File: src/rtl/eye_scan_cal.sv
module eye_scan_cal #(
  parameter int TAPS     = 32,
  parameter int MIN_RUN  = 3,
  parameter int SETTLE_W = 8,
  localparam int TAP_W   = $clog2(TAPS),
  localparam int LEN_W   = TAP_W + 1
) (
  input  logic                clk,
  input  logic                rst_n,
  input  logic                start,
  input  logic [SETTLE_W-1:0] settle_cycles,
  output logic                cfg_req,
  output logic                cfg_restore,
  input  logic                cfg_ack,
  output logic                chk_req,
  input  logic                chk_done,
  input  logic                chk_err,
  output logic                chk_en,
  output logic                sign_ext,
  output logic [TAP_W-1:0]    tap,
  output logic                pol_inv,
  output logic                busy,
  output logic                done,
  output logic                fail
);

  typedef enum logic [2:0] {
    S_IDLE, S_PREP, S_SETTLE, S_STAT, S_SEARCH, S_DECIDE, S_FIN
  } state_t;

  state_t              st;
  logic [2*TAPS-1:0]   pf_map;
  logic [SETTLE_W-1:0] wait_cnt;
  logic [TAP_W-1:0]    idx, cur_start, best_start, nrm_tap;
  logic [LEN_W-1:0]    cur_len, best_len, nrm_len;

  assign cfg_req     = (st == S_PREP) || (st == S_FIN);
  assign cfg_restore = (st == S_FIN);
  assign chk_req     = (st == S_STAT);
  assign busy        = (st != S_IDLE);

  wire               bit_pass  = ~pf_map[{pol_inv, idx}];
  wire [LEN_W-1:0]   next_len  = bit_pass ? LEN_W'(cur_len + 1'b1) : '0;
  wire [TAP_W-1:0]   next_start = (bit_pass && cur_len == '0) ? idx : cur_start;
  wire [TAP_W-1:0]   win_tap   = best_start + TAP_W'(best_len >> 1);
  wire               long_enough = best_len >= LEN_W'(MIN_RUN);

  always_ff @(posedge clk) begin
    if (!rst_n) begin
      st         <= S_IDLE;
      pf_map     <= '1;
      wait_cnt   <= '0;
      idx        <= '0;
      cur_start  <= '0;
      cur_len    <= '0;
      best_start <= '0;
      best_len   <= '0;
      nrm_tap    <= '0;
      nrm_len    <= '0;
      tap        <= '0;
      pol_inv    <= 1'b0;
      chk_en     <= 1'b0;
      sign_ext   <= 1'b0;
      done       <= 1'b0;
      fail       <= 1'b0;
    end else begin
      case (st)
        S_IDLE: if (start) begin
          pf_map <= '1;
          done   <= 1'b0;
          fail   <= 1'b0;
          st     <= S_PREP;
        end
        S_PREP: if (cfg_ack) begin
          chk_en   <= 1'b1;
          sign_ext <= 1'b0;
          tap      <= '0;
          pol_inv  <= 1'b0;
          wait_cnt <= settle_cycles;
          st       <= S_SETTLE;
        end
        S_SETTLE: begin
          if (wait_cnt == '0) st <= S_STAT;
          else wait_cnt <= wait_cnt - 1'b1;
        end
        S_STAT: if (chk_done) begin
          pf_map[{pol_inv, tap}] <= chk_err;
          if (tap == TAP_W'(TAPS - 1)) begin
            idx        <= '0;
            cur_start  <= '0;
            cur_len    <= '0;
            best_start <= '0;
            best_len   <= '0;
            st         <= S_SEARCH;
          end else begin
            tap      <= tap + 1'b1;
            wait_cnt <= settle_cycles;
            st       <= S_SETTLE;
          end
        end
        S_SEARCH: begin
          cur_len   <= next_len;
          cur_start <= next_start;
          if (next_len > best_len) begin
            best_len   <= next_len;
            best_start <= next_start;
          end
          if (idx == TAP_W'(TAPS - 1)) st <= S_DECIDE;
          else idx <= idx + 1'b1;
        end
        S_DECIDE: begin
          if (!pol_inv) begin
            if (long_enough) begin
              tap <= win_tap;
              st  <= S_FIN;
            end else begin
              nrm_len  <= best_len;
              nrm_tap  <= win_tap;
              pol_inv  <= 1'b1;
              tap      <= '0;
              wait_cnt <= settle_cycles;
              st       <= S_SETTLE;
            end
          end else if (best_len == '0 && nrm_len == '0) begin
            fail <= 1'b1;
            st   <= S_IDLE;
          end else if (best_len >= nrm_len) begin
            tap <= win_tap;
            st  <= S_FIN;
          end else begin
            pol_inv <= 1'b0;
            tap     <= nrm_tap;
            st      <= S_FIN;
          end
        end
        S_FIN: if (cfg_ack) begin
          chk_en   <= 1'b0;
          sign_ext <= 1'b1;
          done     <= 1'b1;
          st       <= S_IDLE;
        end
        default: st <= S_IDLE;
      endcase
    end
  end

  assert_one_handshake_R3: assert property (@(posedge clk) disable iff (!rst_n)
    !(cfg_req && chk_req));

  assert_tap_still_R4: assert property (@(posedge clk) disable iff (!rst_n)
    chk_req |-> $stable(tap) && $stable(pol_inv));

  assert_check_active_R2: assert property (@(posedge clk) disable iff (!rst_n)
    chk_req |-> chk_en && !sign_ext);

  assert_inv_from_zero_R7: assert property (@(posedge clk) disable iff (!rst_n)
    $rose(pol_inv) |-> busy && tap == '0);

  assert_outcome_excl_R9: assert property (@(posedge clk) disable iff (!rst_n)
    !(done && fail));

  assert_restored_R10: assert property (@(posedge clk) disable iff (!rst_n)
    $rose(done) |-> !busy && !chk_en && sign_ext);

endmodule

File: config.mk
export PLATFORM = sky130hd
export DESIGN_NAME = eye_scan_cal
export DESIGN_NICKNAME = d
export VERILOG_FILES = /design/src/rtl/eye_scan_cal.sv
export SDC_FILE = /design/constraint.sdc
export NUM_CORES = 1
export LEC_CHECK = 0
export ABC_AREA = 1
export CORE_ASPECT_RATIO = 0.5
export CORE_MARGIN = 5
export CORE_UTILIZATION = 25
export CTS_BUF_LIST = sky130_fd_sc_hd__clkbuf_2 sky130_fd_sc_hd__clkbuf_4 sky130_fd_sc_hd__clkbuf_8
export DETAILED_ROUTE_END_ITERATION = 6
export PLACE_DENSITY = 0.47
export SLEW_MARGIN = 40
export SYNTH_ARGS = -nofsm -noshare
export SYNTH_HDL_FRONTEND = slang
export SYNTH_SLANG_ARGS = --single-unit
File: constraint.sdc
create_clock -name clk -period 3.05 [get_ports clk]
set_clock_uncertainty 0.2 [all_clocks]
set_input_delay 0.7625 -clock clk [delete_from_list [all_inputs] [get_ports clk]]
set_output_delay 0.7625 -clock clk [all_outputs]
set_load 0.03 [all_outputs]
; After elaboration in Yosys (flattened, before gate mapping)
; Index checks and enable logic that the tools add are counted.
[word_totals]
ff_bits = 123
input_bits = 14
elab_cells = 146
[op_classes]
add_sub_neg = 5
order_cmp = 6
eq_ne = 24
mux = 62
n_bitwise = 3
reduce_logical = 30
[ops]
columns = cell, count
row1 = 64-bit 2-to-1 mux, 2
row2 = 64-bit case mux with 2 select lines, 1
row3 = 64-bit bitwise mux, 1
row4 = 5-bit 2-to-1 mux, 12
row5 = 8-bit 2-to-1 mux, 6
row6 = 8-bit case mux with 4 select lines, 1
row7 = 3-bit 2-to-1 mux, 10
row8 = 5-bit case mux with 2 select lines, 3
row9 = 6-bit 2-to-1 mux, 4
row10 = 2-bit != test (second input constant), 12
row11 = 6-bit case mux with 2 select lines, 2
row12 = 3-bit case mux with 7 select lines, 1
row13 = 6-bit zero test, 3
row14 = 5-bit case mux with 3 select lines, 1
row15 = 3-bit AND reduction, 5
row16 = 6-bit by 7-bit less-than comparator with 1-bit output (second input constant), 2
row17 = 4-bit AND reduction, 3
row18 = 2-bit nonzero test, 6
row19 = 1-bit 2-to-1 mux, 11
row20 = 5-bit by 1-bit adder with 5-bit output (second input constant), 2
row21 = 5-bit == test (second input constant), 2
row22 = 1-bit case mux with 2 select lines, 5
row23 = 3-bit == test (second input constant), 3
row24 = 8-bit zero test, 1
row25 = other kinds (23), 31

; Logic depth before layout (Yosys ltp)
; Gate-level depths: netlist of the first run.
[depth]
word_depth = 7
ltp_mapped = 22

; Worst setup path after synthesis of the first run
; OpenSTA, ideal clock, no wires.
[synth_timing]
kind = reg-to-reg
start = register idx[0]
end = register best_len[1]
setup_ns = 0.070
arrival_time_ns = 2.541
t_required_ns = 2.780
slack_ns = 0.239
stages_incl_launch_ff = 22
cell_sequence = dfxtp_1 -> buf_6 -> buf_2 -> nand2_1 -> nand2_1 -> nand2_1 -> a21oi_1 -> nor2_1 -> nand2_1 -> nand3_4 -> nand2_8 -> nor2_4 -> ha_1 -> nand2_1 -> nor2_1 -> o21ai_0 -> o211ai_1 -> nand3_2 -> nand2_2 -> buf_6 -> nand3_1 -> a21oi_1
[synth_between]
elab_chain_cells = 6
word_cells_on_any_way = 8
cone_classes = order compare (1) / eq/ne (1) / mux (5) / reduce/logical (1)
[synth_lines]
columns = element, line_no
row1 = from (decl), 34  ; logic [TAP_W-1:0] idx, cur_start, best_start, nrm_tap;
row2 = from (signal assigned), 109  ; else idx <= idx + 1'b1;
row3 = 1-bit binary-select mux with 6-bit select (*), 42  ; wire bit_pass = ~pf_map[{pol_inv, idx}];
row4 = 1-bit 2-to-1 mux (not written as such) (*), 42
row5 = 6-bit 2-to-1 mux (*), 43  ; wire [LEN_W-1:0] next_len = bit_pass ? LEN_W'(cur_len + 1'b1) : '0;
row6 = 6-bit greater-than comparator, 104  ; if (next_len > best_len) begin
row7 = 2-bit != test (no line), -
row8 = 4-bit AND reduction (no line), -
row9 = to (signal assigned), 105  ; best_len <= next_len;
row10 = to (decl), 35  ; logic [LEN_W-1:0] cur_len, best_len, nrm_len;
; Every way passes the cells marked *; elsewhere a longest branch is shown, timed or not. The select of a mux whose other input is x is not followed.
; A chain may end at the register's enable or synchronous reset.

; Final worst setup path of the first run
[layout_timing]
start = register idx[0]
end = register best_start[4]
[layout_between]
elab_chain_cells = 7
word_cells_on_any_way = 11
cone_classes = order compare (1) / eq/ne (1) / mux (6) / bitwise (1) / reduce/logical (2)
[layout_lines]
columns = element, line_no
row1 = 1-bit binary-select mux with 6-bit select (*), 42
row2 = 1-bit 2-to-1 mux (not written as such) (*), 42
row3 = "parallel branches: the longest is 5 deep, another holds 6-bit greater-than comparator", -
row4 = to (signal assigned), 106  ; best_start <= next_start;
row5 = to (decl), 34
; Every way passes the cells marked *. The select of a mux whose other input is x is not followed.

==> insert_results.sql, run 1 <==
INSERT INTO impl_metrics (metric_group, metric, value, unit) VALUES
('sta', 'report.final.setup_viol', '0', ''),
('yosys', 'netlist.top_cell.by_area', 'dfxtp_1', ''),
('sta', 'finalCriticalPeriod', '2927', 'ps'),
('clock_tree', 'cts_tree', 'done', ''),
('worst_setup_path', 'cp_cell_sequence', 'inv_8 -> clkbuf_16 -> nand2_1 -> nand3_1 -> a21oi_1 -> nor2_1 -> nand2_1 -> nand3_4 -> nand2_8 -> nor2_4 -> ha_4 -> nand2_1 -> nor2_2 -> o21ai_1 -> o211ai_1 -> nand3_2 -> nand2_4 -> buf_4 -> a21oi_1', ''),
('die', 'rows', '43', ''),
('die', 'dieWidth', '247.1', 'um'),
('power_and_ir_drop', 'leakage', '3.381', 'nW'),
('route', 'drtIter0Drc', '391', ''),
('worst_hold_path', 'timing.hold.worst.class', 'register to register', ''),
('power_and_ir_drop', 'post-layout-total-power', '0.005950', 'W'),
('grt', 'gr-usage-all-layers', '13.61', '%'),
('worst_setup_path', 'worstSetupPathType', 'register to register', ''),
('route', 'vias_per_cell', '4.749', ''),
('yosys', 'synth_warnings', '0', ''),
('worst_setup_path', 'critPathArrivalTime', '3070', 'ps'),
('yosys', 'synthDominantCellAreaShare', '35.04', '%'),
('sta', 'worst_case_hold_slack', '257.2', 'ps'),
('die', 'initial_utilization', '25.36', '%'),
('power_and_ir_drop', 'vdd_ir_drop_max', '0.2565', 'mV'),
('grt', 'grt-ovfl-total', '0', ''),
('grt', 'grt_max_degree', '47', ''),
('worst_setup_path', 'crit_path_start_kind', 'register', ''),
('die', 'design.core.area', '27710', 'um2'),
('yosys', 'count_of_flip_flops_with_a_built_in_enable_after_synthesis', '0', ''),
('sta', 'drv_slew', '0', ''),
('yosys', 'mappedNetlistArea', '7028', 'um2'),
('yosys', 'share_of_synthesized_registers_carrying_an_async_set_or_reset', '0', '%'),
('route', 'routed_wl', '21890', 'um'),
('clock_tree', 'cts_sinks', '123', ''),
('grt', 'grt_antenna_before_repair', '0', ''),
('clock_tree', 'cts.root.buffer_cell', 'clkbuf_8', ''),
('layout', 'drive_gt1_share', '11.95', '%'),
('yosys', 'yosysMostFrequentCell', 'nand2_1', ''),
('die', 'chipHeight', '128.6', 'um'),
('yosys', 'syn_area_per_cell', '6.725', 'um2'),
('sta', 'slew_headroom', '54.99', '%'),
('sta', 'worstMarginPinSlew', '674.5', 'ps'),
('route', 'detail_route.first_pass.iterations', '6', ''),
('yosys', 'yosys-top-cells-area', 'dfxtp_1 (35%), o21ai_0 (12%), nand2_1 (12%)', ''),
('yosys', 'syn-instance-count', '1045', ''),
('yosys', 'synthTopCellsByCount', 'nand2_1 (220), o21ai_0 (171), a21oi_1 (132)', ''),
('placement', 'port_buffers', '27', ''),
('status', 'status', 'completed', ''),
('layout', 'n_antenna_cell', '0', ''),
('clock_tree', 'worstSkewPairLatency', '460', 'ps'),
('die', 'dieArea', '31770', 'um2'),
('sta', 'rsz0062_at_grt', 'true', ''),
('clock_tree', 'tritoncts_buffers', '17', ''),
('power_and_ir_drop', 'power_density', '701.8', 'nW/um2'),
('route', 'detailroute.via_count', '7019', ''),
('yosys', 'seq_area_frac_synth', '35.04', '%'),
('clock_tree', 'cts_hold_buffers', '0', ''),
('layout', 'filler_cell_count', '3031', ''),
('route', 'drc', '0', ''),
('route', 'route.detailed.wl_per_inst', '14.81', 'um'),
('die', 'pin_count', '28', ''),
('worst_setup_path', 'timing.critical_path.required', '3190', 'ps'),
('placement', 'place_congestion', '0.8522', ''),
('yosys', 'dominantRegCellSynth', 'dfxtp_1', ''),
('worst_setup_path', 'worst_path_most_repeated_cell', 'nand2_1', ''),
('sta', 'finalHoldViolCount', '0', ''),
('route', 'post_route_ant_nets', '0', ''),
('worst_setup_path', 'cp-end-kind', 'register', ''),
('worst_setup_path', 'critical_path.slowest_cell', 'dfxtp_4', ''),
('worst_setup_path', 'crit_fanout', '8', ''),
('layout', 'layout-area-overhead-vs-synth', '20.63', '%'),
('yosys', 'yosys.cell_types.count', '38', ''),
('sta', 'fmax', '341.6', 'MHz'),
('sta', 'setup_tns', '0', 'ps'),
('grt', 'vias_in_the_first_global_route', '6649', ''),
('layout', 'fin_nets', '1122', ''),
('sta', 'min_period_over_period', '95.97', '%'),
('clock_tree', 'clk_pin_slew_worst_paths', '80', 'ps'),
('clock_tree', 'htree_num_levels', '4', ''),
('clock_tree', 'cts_buffer_depth', '2', ''),
('flow_run', 'max-cap-violations', '0', ''),
('yosys', 'postSynthRegisterBits', '123', ''),
('worst_setup_path', 'cp_slowest_stage_delay', '450', 'ps'),
('yosys', 'synth_fp_nets', '1084', ''),
('placement', 'detailedPlacementHpwl', '15030', 'um'),
('grt', 'grt_first_pass_wirelength', '34800', 'um');
per-stage QoR:
| step | area, um2 | instances | worst slack [ps] | utilization (%) |
|---|---|---|---|---|
| floorplan | 7028 | 1045 | 238.9 | - |
| global placement | 7804 | 1437 | 77.92 | 28.16 |
| detailed placement | 7804 | 1437 | -23.34 | 28.16 |
| CTS | 8275 | 1469 | 24.41 | 29.87 |
| global route | 8478 | 1478 | -64.30 | 30.60 |
| finish | 8478 | 1478 | 122.9 | 30.60 |
path summary, 6_finish.rpt:
| kind | startpoint | to | slack, ps | depth (start not counted) |
|---|---|---|---|---|
| max | idx[0] | best_start[4] | 120 | 19 |
| min | done | done | 260 | 2 |
| max reg2reg | idx[0] | best_start[4] | 120 | 19 |
| min reg2reg | done | done | 260 | 2 |
worst max-delay path: cells and delay by family (launching register included):
kind / cells / cell delay [ps]
buffers and inverters: 3 / 370
AOI/OAI and AO/OA: 4 / 410
adders and majority gates: 1 / 270
DFF: 1 / 450
and+or+nand+nor: 11 / 1100
placed cells by master (no fill, tap or decap), types with 2 or more instances in the layout:
cell type | netlist | layout
xnor2_1 | 5 | 5
nor3_1 | 18 | 18
nand2_4 | 0 | 2
nand3_1 | 58 | 58
xor2_1 | 6 | 6
buf_4 | 0 | 32
ha_1 | 24 | 22
inv_1 | 96 | 96
o21ai_1 | 8 | 10
clkbuf_8 | 0 | 18
bufinv_16 | 0 | 5
nand2_1 | 220 | 215
clkinv_2 | 0 | 2
ha_4 | 0 | 2
dfxtp_1 | 123 | 121
nor2_1 | 66 | 63
o211ai_1 | 10 | 10
nor2_4 | 8 | 9
or2_2 | 2 | 2
buf_6 | 7 | 3
nor2_2 | 2 | 4
inv_2 | 14 | 12
clkbuf_16 | 0 | 2
a21oi_1 | 132 | 127
o21ai_0 | 171 | 168
a21oi_2 | 0 | 5
clkdlybuf4s50_1 | 0 | 26
buf_12 | 0 | 3
a31oi_1 | 4 | 4
clkinv_4 | 0 | 4
nand3_4 | 3 | 3
nand4_1 | 9 | 9
inv_4 | 1 | 2
a211oi_1 | 2 | 2
nand2_2 | 4 | 8
clkinvlp_4 | 0 | 2
state kept, by name, summed over array words and instances (netlist names), 6 cells and up:
register / count
best_len: 6
cur_len: 6
nrm_len: 6
pf_map: 64
wait_cnt: 8
what timing repair did:
| item | 4_1_cts | 5_1_grt |
|---|---|---|
| resized for setup | 1 | 31 |
| endpoints found under the setup margin | 11 | 11 |
| pin swaps | 0 | 14 |
| setup buffers | 0 | 6 |
| cloned | 0 | 3 |
cell families (layout without fill, tap and decap cells):
family	count (synthesis)	after routing	synth area share, %
AOI/OAI and AO/OA	331	331	24.37
buffers and inverters	160	210	9.632
and+or+nand+nor	395	396	25.03
DFF	123	123	35.04
adders and majority gates	25	25	4.558
xor gates and xnor gates	11	11	1.371
power by group:
part / total, W / internal [W] / switching (W)
clock: 0.00175 / 0.000999 / 0.000747
sequential: 0.00225 / 0.00199 / 0.000255
combinational: 0.00196 / 0.000718 / 0.00124
total: 0.00595 / 0.00371 / 0.00224
layer usage:
metal  wire [um]  share of wire, %  global-route usage [%]
met1       10490                48                   17.84
met2        9917                45                   22.71
met3         865               4.0                   1.930
met4         620               2.8                   5.637
met5           0                 0                       0
area by class of cell:
cell class | count | area (um2) | area share [%]
clock buffers | 18 | 247.7 | 2.922
well taps | 382 | 478.0 | 5.638
multi-input cells | 763 | 3978 | 46.92
flip-flops and latches | 123 | 2467 | 29.10
clock inverters | 14 | 219.0 | 2.583
inverters | 111 | 429.2 | 5.062
repair buffers | 67 | 659.4 | 7.777
Note: power is estimated with default switching activity, not from simulation.
==> run 2: changes to the inputs <==
- CAP_MARGIN: unset -> 20
==> results of run 2 <==
The final DEF is identical to that of run 1; final timing and power are the same.
